<file path="config.mk">
export PLATFORM = sky130hd
export DESIGN_NAME = wwd_top
export DESIGN_NICKNAME = d
export VERILOG_FILES = /design/src/rtl/wwd_pkg.sv /design/src/rtl/wwd_prescaler.sv /design/src/rtl/wwd_fault_det.sv /design/src/rtl/wwd_regs.sv /design/src/rtl/wwd_top.sv
export SDC_FILE = /design/constraint.sdc
export NUM_CORES = 1
export LEC_CHECK = 0
export BUFFER_PORTS_ARGS = -buffer_cell sky130_fd_sc_hd__buf_2
export CAP_MARGIN = 30
export CORE_MARGIN = 8
export CORE_UTILIZATION = 36
export DETAILED_ROUTE_END_ITERATION = 7
export PLACE_DENSITY_LB_ADDON = 0.1
export SYNTH_ARGS = -nofsm -noshare
export SYNTH_HDL_FRONTEND = slang
export SYNTH_SLANG_ARGS = --single-unit
</file>
<file path="constraint.sdc">
create_clock -name clk -period 4 [get_ports clk]
set_input_delay 0.6 -clock clk [delete_from_list [all_inputs] [get_ports clk]]
set_output_delay 0.6 -clock clk [all_outputs]
set_load 0.01 [all_outputs]
</file>
<file path="src/rtl/wwd_pkg.sv">
package wwd_pkg;

  // Independent fault causes, evaluated in the same cycle.
  typedef struct packed {
    logic early;    // refresh while counter above window
    logic low_msb;  // write leaves the top counter bit clear
    logic expired;  // top counter bit falls on a decrement
  } wwd_fault_t;

  function automatic logic any_fault(input wwd_fault_t f);
    return f.early | f.low_msb | f.expired;
  endfunction

endpackage

</file>
<file path="src/rtl/wwd_prescaler.sv">
module wwd_prescaler #(
  parameter int unsigned DIV = 4
) (
  input  logic clk,
  input  logic rst_n,
  input  logic run_i,
  input  logic clear_i,
  input  logic tick_i,
  output logic step_o
);
  localparam int unsigned PW = (DIV > 1) ? $clog2(DIV) : 1;
  localparam logic [PW-1:0] LAST = PW'(DIV - 1);

  logic [PW-1:0] pcnt_q, pcnt_d;
  logic          at_last;

  assign at_last = (pcnt_q == LAST);
  assign step_o  = run_i & tick_i & at_last;

  always_comb begin
    pcnt_d = pcnt_q;
    if (!run_i || clear_i) begin
      pcnt_d = '0;
    end else if (tick_i) begin
      pcnt_d = at_last ? '0 : pcnt_q + 1'b1;
    end
  end

  always_ff @(posedge clk or negedge rst_n) begin
    if (!rst_n) pcnt_q <= '0;
    else        pcnt_q <= pcnt_d;
  end

  // the group counter never passes its last value
  a_r4_grp_range: assert property (@(posedge clk) disable iff (!rst_n)
    pcnt_q <= LAST);

endmodule

</file>
<file path="src/rtl/wwd_fault_det.sv">
module wwd_fault_det
  import wwd_pkg::*;
#(
  parameter int unsigned CNT_W = 7
) (
  input  logic             en_i,
  input  logic [CNT_W-1:0] cnt_i,
  input  logic [CNT_W-1:0] win_i,
  input  logic             wr_i,
  input  logic [CNT_W:0]   wdata_i,
  input  logic             step_i,
  output wwd_fault_t       fault_o
);
  localparam logic [CNT_W-1:0] EDGE_VAL = {1'b1, {(CNT_W-1){1'b0}}};

  logic arming;

  always_comb begin
    arming          = en_i | (wr_i & wdata_i[CNT_W]);
    fault_o.early   = wr_i & en_i & (cnt_i > win_i);
    fault_o.low_msb = wr_i & arming & ~wdata_i[CNT_W-1];
    fault_o.expired = en_i & ~wr_i & step_i & (cnt_i == EDGE_VAL);
  end

  // Causes are only raised while running or arming
  always_comb begin
    if (!arming) assert (!any_fault(fault_o));
  end

endmodule

</file>
<file path="src/rtl/wwd_regs.sv">
module wwd_regs #(
  parameter int unsigned CNT_W = 7
) (
  input  logic             clk,
  input  logic             rst_n,
  input  logic             hw_en_i,
  input  logic             fault_i,
  input  logic             step_i,
  input  logic             wr_i,
  input  logic [CNT_W:0]   wdata_i,
  input  logic             win_wr_i,
  input  logic [CNT_W-1:0] win_wdata_i,
  output logic [CNT_W-1:0] cnt_o,
  output logic [CNT_W-1:0] win_o,
  output logic             en_o,
  output logic             req_o
);
  logic [CNT_W-1:0] cnt_q, cnt_d, win_q, win_d;
  logic             en_q, en_d, req_q, req_d;

  always_comb begin
    cnt_d = cnt_q;
    win_d = win_q;
    en_d  = en_q | hw_en_i;
    req_d = 1'b0;
    if (win_wr_i) win_d = win_wdata_i;
    if (wr_i) begin
      cnt_d = wdata_i[CNT_W-1:0];
      if (wdata_i[CNT_W]) en_d = 1'b1;
    end else if (step_i) begin
      cnt_d = cnt_q - 1'b1;
    end
    if (fault_i) begin
      cnt_d = '1;
      win_d = '1;
      en_d  = 1'b0;
      req_d = 1'b1;
    end
  end

  always_ff @(posedge clk or negedge rst_n) begin
    if (!rst_n) begin
      cnt_q <= '1;
      win_q <= '1;
      en_q  <= 1'b0;
      req_q <= 1'b0;
    end else begin
      cnt_q <= cnt_d;
      win_q <= win_d;
      en_q  <= en_d;
      req_q <= req_d;
    end
  end

  assign cnt_o = cnt_q;
  assign win_o = win_q;
  assign en_o  = en_q;
  assign req_o = req_q;

  a_r8_one_cycle: assert property (@(posedge clk) disable iff (!rst_n)
    req_q |=> !req_q);

  a_r9_sticky_en: assert property (@(posedge clk) disable iff (!rst_n)
    $fell(en_q) |-> req_q);

  a_r4_idle_hold: assert property (@(posedge clk) disable iff (!rst_n)
    (!en_q && !wr_i) |=> (cnt_q == $past(cnt_q)));

  a_r4_no_step_hold: assert property (@(posedge clk) disable iff (!rst_n)
    (en_q && !wr_i && !step_i) |=> $stable(cnt_q));

endmodule

</file>
<file path="src/rtl/wwd_top.sv">
module wwd_top
  import wwd_pkg::*;
#(
  parameter int unsigned CNT_W     = 7,
  parameter int unsigned PRESC_DIV = 4
) (
  input  logic             clk,
  input  logic             rst_n,
  input  logic             hw_en_i,
  input  logic             tick_i,
  input  logic             cnt_wr_i,
  input  logic [CNT_W:0]   cnt_wdata_i,
  input  logic             win_wr_i,
  input  logic [CNT_W-1:0] win_wdata_i,
  output logic [CNT_W-1:0] cnt_o,
  output logic [CNT_W-1:0] win_o,
  output logic             en_o,
  output logic             rst_req_o
);
  localparam logic [CNT_W-1:0] EDGE_VAL = {1'b1, {(CNT_W-1){1'b0}}};

  logic       step_w;
  logic       fault_w;
  wwd_fault_t cause_w;

  wwd_prescaler #(.DIV(PRESC_DIV)) u_presc (
    .clk     (clk),
    .rst_n   (rst_n),
    .run_i   (en_o),
    .clear_i (cnt_wr_i | fault_w),
    .tick_i  (tick_i),
    .step_o  (step_w)
  );

  wwd_fault_det #(.CNT_W(CNT_W)) u_det (
    .en_i    (en_o),
    .cnt_i   (cnt_o),
    .win_i   (win_o),
    .wr_i    (cnt_wr_i),
    .wdata_i (cnt_wdata_i),
    .step_i  (step_w),
    .fault_o (cause_w)
  );

  assign fault_w = any_fault(cause_w);

  wwd_regs #(.CNT_W(CNT_W)) u_regs (
    .clk         (clk),
    .rst_n       (rst_n),
    .hw_en_i     (hw_en_i),
    .fault_i     (fault_w),
    .step_i      (step_w),
    .wr_i        (cnt_wr_i),
    .wdata_i     (cnt_wdata_i),
    .win_wr_i    (win_wr_i),
    .win_wdata_i (win_wdata_i),
    .cnt_o       (cnt_o),
    .win_o       (win_o),
    .en_o        (en_o),
    .req_o       (rst_req_o)
  );

  a_r5_timeout: assert property (@(posedge clk) disable iff (!rst_n)
    (en_o && step_w && !cnt_wr_i && cnt_o == EDGE_VAL) |=> rst_req_o);

  a_r6_early: assert property (@(posedge clk) disable iff (!rst_n)
    (en_o && cnt_wr_i && cnt_o > win_o) |=> rst_req_o);

  a_r6_in_window: assert property (@(posedge clk) disable iff (!rst_n)
    (en_o && cnt_wr_i && cnt_o <= win_o && cnt_wdata_i[CNT_W-1])
      |=> (!rst_req_o && cnt_o == $past(cnt_wdata_i[CNT_W-1:0])));

  a_r7_low_msb: assert property (@(posedge clk) disable iff (!rst_n)
    (cnt_wr_i && (en_o || cnt_wdata_i[CNT_W]) && !cnt_wdata_i[CNT_W-1])
      |=> rst_req_o);

  a_r9_hw_option: assert property (@(posedge clk) disable iff (!rst_n)
    (hw_en_i && !fault_w) |=> en_o);

endmodule

</file>
Yosys cells after proc, flatten, opt, wreduce, memory -nomap -nowiden
Cells that the tools add are included.

word-level totals
  flip-flop bits (word level) = 18
  word-level logic and storage cells = 44
  input port bits = 21
  output and inout port bits = 16

cells by class
  muxes and demuxes = 12
  equal/unequal tests = 2
  magnitude comparators = 1
  reduce and logical (&&, ||, !) cells = 5
  bitwise logic cells = 17
  add/sub/neg operators = 2

operator list
  cell                                                                 count
  7-bit 2-to-1 mux                                                     5
  1-bit bitwise AND                                                    10
  7-bit equality test (second input constant)                          1
  7-bit greater-than comparator                                        1
  7-bit by 1-bit subtractor with 7-bit output (second input constant)  1
  2-bit 2-to-1 mux                                                     3
  1-bit OR                                                             5
  1-bit 2-to-1 mux                                                     4
  2-bit nonzero test                                                   2
  3-bit nonzero test                                                   1
  2-bit by 1-bit adder with 2-bit output (second input constant)       1
  2-bit equality test (second input constant)                          1
  1-bit inverter                                                       2
  1-bit logical NOT                                                    1
  1-bit logical OR                                                     1

Logic depth before layout (Yosys ltp)
  depth after elaboration = 9
  mapped depth = 7
  mapped depth without buffers = 6

Hierarchy
A second synthesis with hierarchy kept.

unflattened totals
  cell total of the unflattened synthesis = 114
  area, all modules = 1,172.4 sq um

modules (own cells, without submodules)
  module         sequential area each (sq um)  area each (sq um)  times used  cells an instance
  wwd_regs       417.9                         825.8              1           72
  wwd_fault_det  0.0                           219.0              1           30
  wwd_prescaler  50.0                          112.6              1           10
  wwd_top        0.0                           15.0               1           2

Worst setup path after synthesis
OpenSTA, ideal clock, no wires.

  path kind = register to register
  start point = register u_regs.win_q[2] (netlist: u_regs.win_o[2])
  end point = register u_regs.req_q (netlist: u_regs.req_o)
  library setup time = 0.141 ns
  stages on the path, launching flop included = 8
  arrival = 1.701 ns
  data required time = 3.859 ns
  period minus slack after synthesis = 1.842 ns
  slack = 2.158 ns
  cell sequence = dfstp_2 > inv_1 > ha_1 > a21oi_1 > a21oi_1 > o221ai_2 > clkbuf_1 > nand3_1

on the way
  word-level cells in the longest chain between the ends = 5

RTL lines
  what                           RTL line             RTL
  from (decl)                    wwd_regs.sv:18       logic [CNT_W-1:0] cnt_q, cnt_d, win_q, win_d;
  from (signal assigned)         wwd_regs.sv:49       win_q <= win_d;
  7-bit greater-than comparator  wwd_fault_det.sv:20  fault_o.early = wr_i & en_i & (cnt_i > win_i);
  1-bit bitwise AND              wwd_fault_det.sv:20
  1-bit OR (2 in series)         wwd_pkg.sv:11        return f.early | f.low_msb | f.expired;
  named net fault_w              wwd_top.sv:23        logic fault_w;
  1-bit 2-to-1 mux               wwd_regs.sv:33       if (fault_i) begin
  to (signal assigned)           wwd_regs.sv:51       req_q <= req_d;
  to (decl)                      wwd_regs.sv:19       logic en_q, en_d, req_q, req_d;

The timed path passes the listed nets, and every way through them passes these cells.
A chain may end at the register's enable or synchronous reset.

Worst setup path in the final report
  start point = register u_regs.cnt_q[2] (netlist: u_regs.cnt_o[2])
  end point = register u_regs.en_q (netlist: u_regs.en_o)

on the way
  word-level cells in the longest chain between the ends = 5
  elaborated cells on any way between the ends = 7

RTL lines
  what                           RTL line             RTL
  from (decl)                    wwd_regs.sv:18
  from (signal assigned)         wwd_regs.sv:48       cnt_q <= cnt_d;
  7-bit greater-than comparator  wwd_fault_det.sv:20
  1-bit bitwise AND              wwd_fault_det.sv:20
  1-bit OR                       wwd_pkg.sv:11
  1-bit OR *                     wwd_pkg.sv:11
  1-bit 2-to-1 mux *             wwd_regs.sv:33
  named net u_regs.en_d          wwd_regs.sv:19
  to (signal assigned)           wwd_regs.sv:50       en_q <= en_d;
  to (decl)                      wwd_regs.sv:19

Mark *: on every way through the listed nets, which the timed path passes. The rest lies on a longest branch.

==> results.cfg <==
[worst_setup_path]
cp_max_fo = 15
cp_common_cell = a21oi_1
endpoint_kind = flip-flop
cp_cell_sequence = ha_1 -> a21oi_1 -> a21oi_1 -> o221ai_2 -> and4_1
crit_start = u_regs.cnt_o[2]
worst-path-buf-inv = 0
cp_slowest_stage_delay_ns = 0.66
slowest_stage = dfstp_2
critPathKind = flip-flop to flip-flop
crit_arrival_ns = 2.32
critical-path-top-delay-family = compound AO/OA/AOI/OAI gates
r2r-start = u_regs.cnt_o[2]
critPathRequiredTime_ns = 4.24
cp-start-kind = flip-flop

[floorplan]
die_w_um = 73.46
die_h_um = 73.46
core-area_sq_um = 3258
fp-row-count = 21
dieArea_sq_um = 5396
start_util_pct = 36.48
io_pins = 37

[finish]
nNetsFinal = 181
antennaDiodeCount = 0
drive_gt1_share_pct = 40.00
areaGrowthSynthToFinish_pct = 19.05

[timing]
fmax_mhz = 481.8
min_period_over_period_pct = 51.88
hold_ws_ns = 0.2117
timing.slew.headroom_pct = 55.25
slew_violations = 0
min_period_ns = 2.075
fin_skew_ns = 0.004198
setup-tns-final_ns = 0
rsz0062_at_grt = false
hold_viol = 0
setup_violations = 0
tightest_slew_ns = 0.6713

[synth]
synthCells = 117
post-synth-top-count-cell = dfstp_2
synth-async-reset-ratio_pct = 100.0
synth_commonest_cells = dfstp_2 (14), nand4_1 (11), mux2i_1 (10)
synth_top_cell_by_area = dfstp_2
synthesis.nets = 147
synth_edf_count = 0
synth_ff_type = dfstp_2
ys_warn_count = 0
synth_top_area_share_pct = 30.95
syn_area_per_cell_sq_um = 10.16
netlist_top_cells_area = dfstp_2 (31%), ha_1 (9.5%), dfrtp_1 (8.4%), mux2i_1 (8.4%), nand4_1 (5.8%)
synth-seq-area-share_pct = 39.37
syn_area_sq_um = 1189
netlist-cell-type-count = 37
yosys_register_bits = 18

[place]
place_congestion = 0.7686
io_buffers = 36
hpwl_um = 2304

[grt]
grt_max_degree = 19
overflow = 0
antenna_found_initial = 0
grt_usage_pct = 11.42
grt_pass1_wl_um = 4878
first_global_vias = 1072

[clock_network]
clock-sinks = 18
clockBufferDepth = 2
root_buffer = clkbuf_4
h-tree-depth = 1
clk_pin_slew_ns = 0.11
tritoncts = done
cts_hold_buffers = 0
clock_latency_ns = 0.30
cts-resized-gates = 0
cts_buffers = 3
post-cts-setup-buffers = 0

[drt]
viasPerCell = 5.240
wl_per_cell_um = 15.02
wl_um = 2944
drt-pass1-iter-count = 4
route.detailed.drc = 0
vias = 1027
ant_nets = 0
detail_route.iter0.violations = 27

[run_status]
status = finished, final reports clean

[power_and_ir_drop]
p_per_area_nw_per_um2 = 539.9
vdd_drop_max_mv = 0.2049
p_leak_nw = 0.6519
total_power_mw = 0.7641

[min_path]
worstHoldPathType = input pin to async pin

[run]
drv_cap = 0
==> area by class of cell <==
class	instances	area, sq um
tap	46	57.56
sequential	18	467.9
inverter	8	30.03
clock buffer	4	36.28
timing repair buffer	36	180.2
multi-input combinational	84	643.1
fill	363	1843
==> metal layers <==
| metal | global-route usage (%) | vias to the layer above | share of wire (%) | wire length (um) |
|---|---|---|---|---|
| met5 | 0 | - | 0 | 0 |
| met4 | 4.656 | 0 | 0.65 | 19 |
| met3 | 3.411 | 2 | 5.6 | 165 |
| met2 | 18.21 | 19 | 47 | 1374 |
| met1 | 13.88 | 503 | 47 | 1384 |
| li1 | - | 503 | - | - |
==> cell usage in the layout (no fill, tap or decap), types with 2 or more instances in the layout <==
cell,instances
a21oi_1,5
buf_2,36
clkbuf_4,3
dfrtp_1,4
dfstp_2,14
ha_1,9
inv_1,8
mux2i_1,10
nand2_1,3
nand3_1,3
nand3b_1,2
nand4_1,11
nor2_1,7
nor3_1,3
nor3b_1,4
nor4_1,3
o211ai_1,2
o21ai_0,2
o21ai_1,2
o31a_1,3
xnor2_1,2
==> cell families after synthesis <==
group	Yosys count	synth area share (%)
buffers and inverters	15	6.526
AO/OA/AOI/OAI	19	11.26
multiplexers	10	8.421
adder cells (fa/ha/maj)	9	9.474
XOR/XNOR	2	1.474
AND/OR/NAND/NOR	44	23.47
flip-flops	18	39.37
==> report_power, final <==
group	internal, mW	total (mW)	switching (mW)
logic	0.139	0.315	0.176
clock network	0.0555	0.118	0.0621
registers	0.265	0.331	0.0657
==> worst paths after layout <==
kind | depth (start not counted) | endpoint | slack, ns
min in group clk | 3 | u_regs.win_o[1] | 0.54
max in group asynchronous | 1 | u_regs.win_o[4] | 3.45
max | 5 | u_regs.en_o | 1.92
max reg2reg | 5 | u_regs.en_o | 1.92
min reg2reg | 2 | u_presc.pcnt_q[1] | 0.54
min | 1 | u_presc.pcnt_q[1] | 0.21
==> registers in the layout, indices dropped and copies added (netlist names) <==
register	count
u_regs.cnt_o	7
u_regs.win_o	7
u_presc.pcnt_q	2
u_regs.en_o	1
u_regs.req_o	1
==> stage by stage <==
stage	instance area [sq um]	instances	utilization (%)	setup slack, ns
2_1_floorplan	1189	117	-	2.158
3_3_place_gp	1379	192	42.32	1.964
3_5_place_dp	1379	192	42.32	1.923
4_1_cts	1415	196	43.43	1.897
5_1_grt	1415	196	43.43	1.710
6_report	1415	196	43.43	1.925
Note: power is estimated with default switching activity, not from simulation.
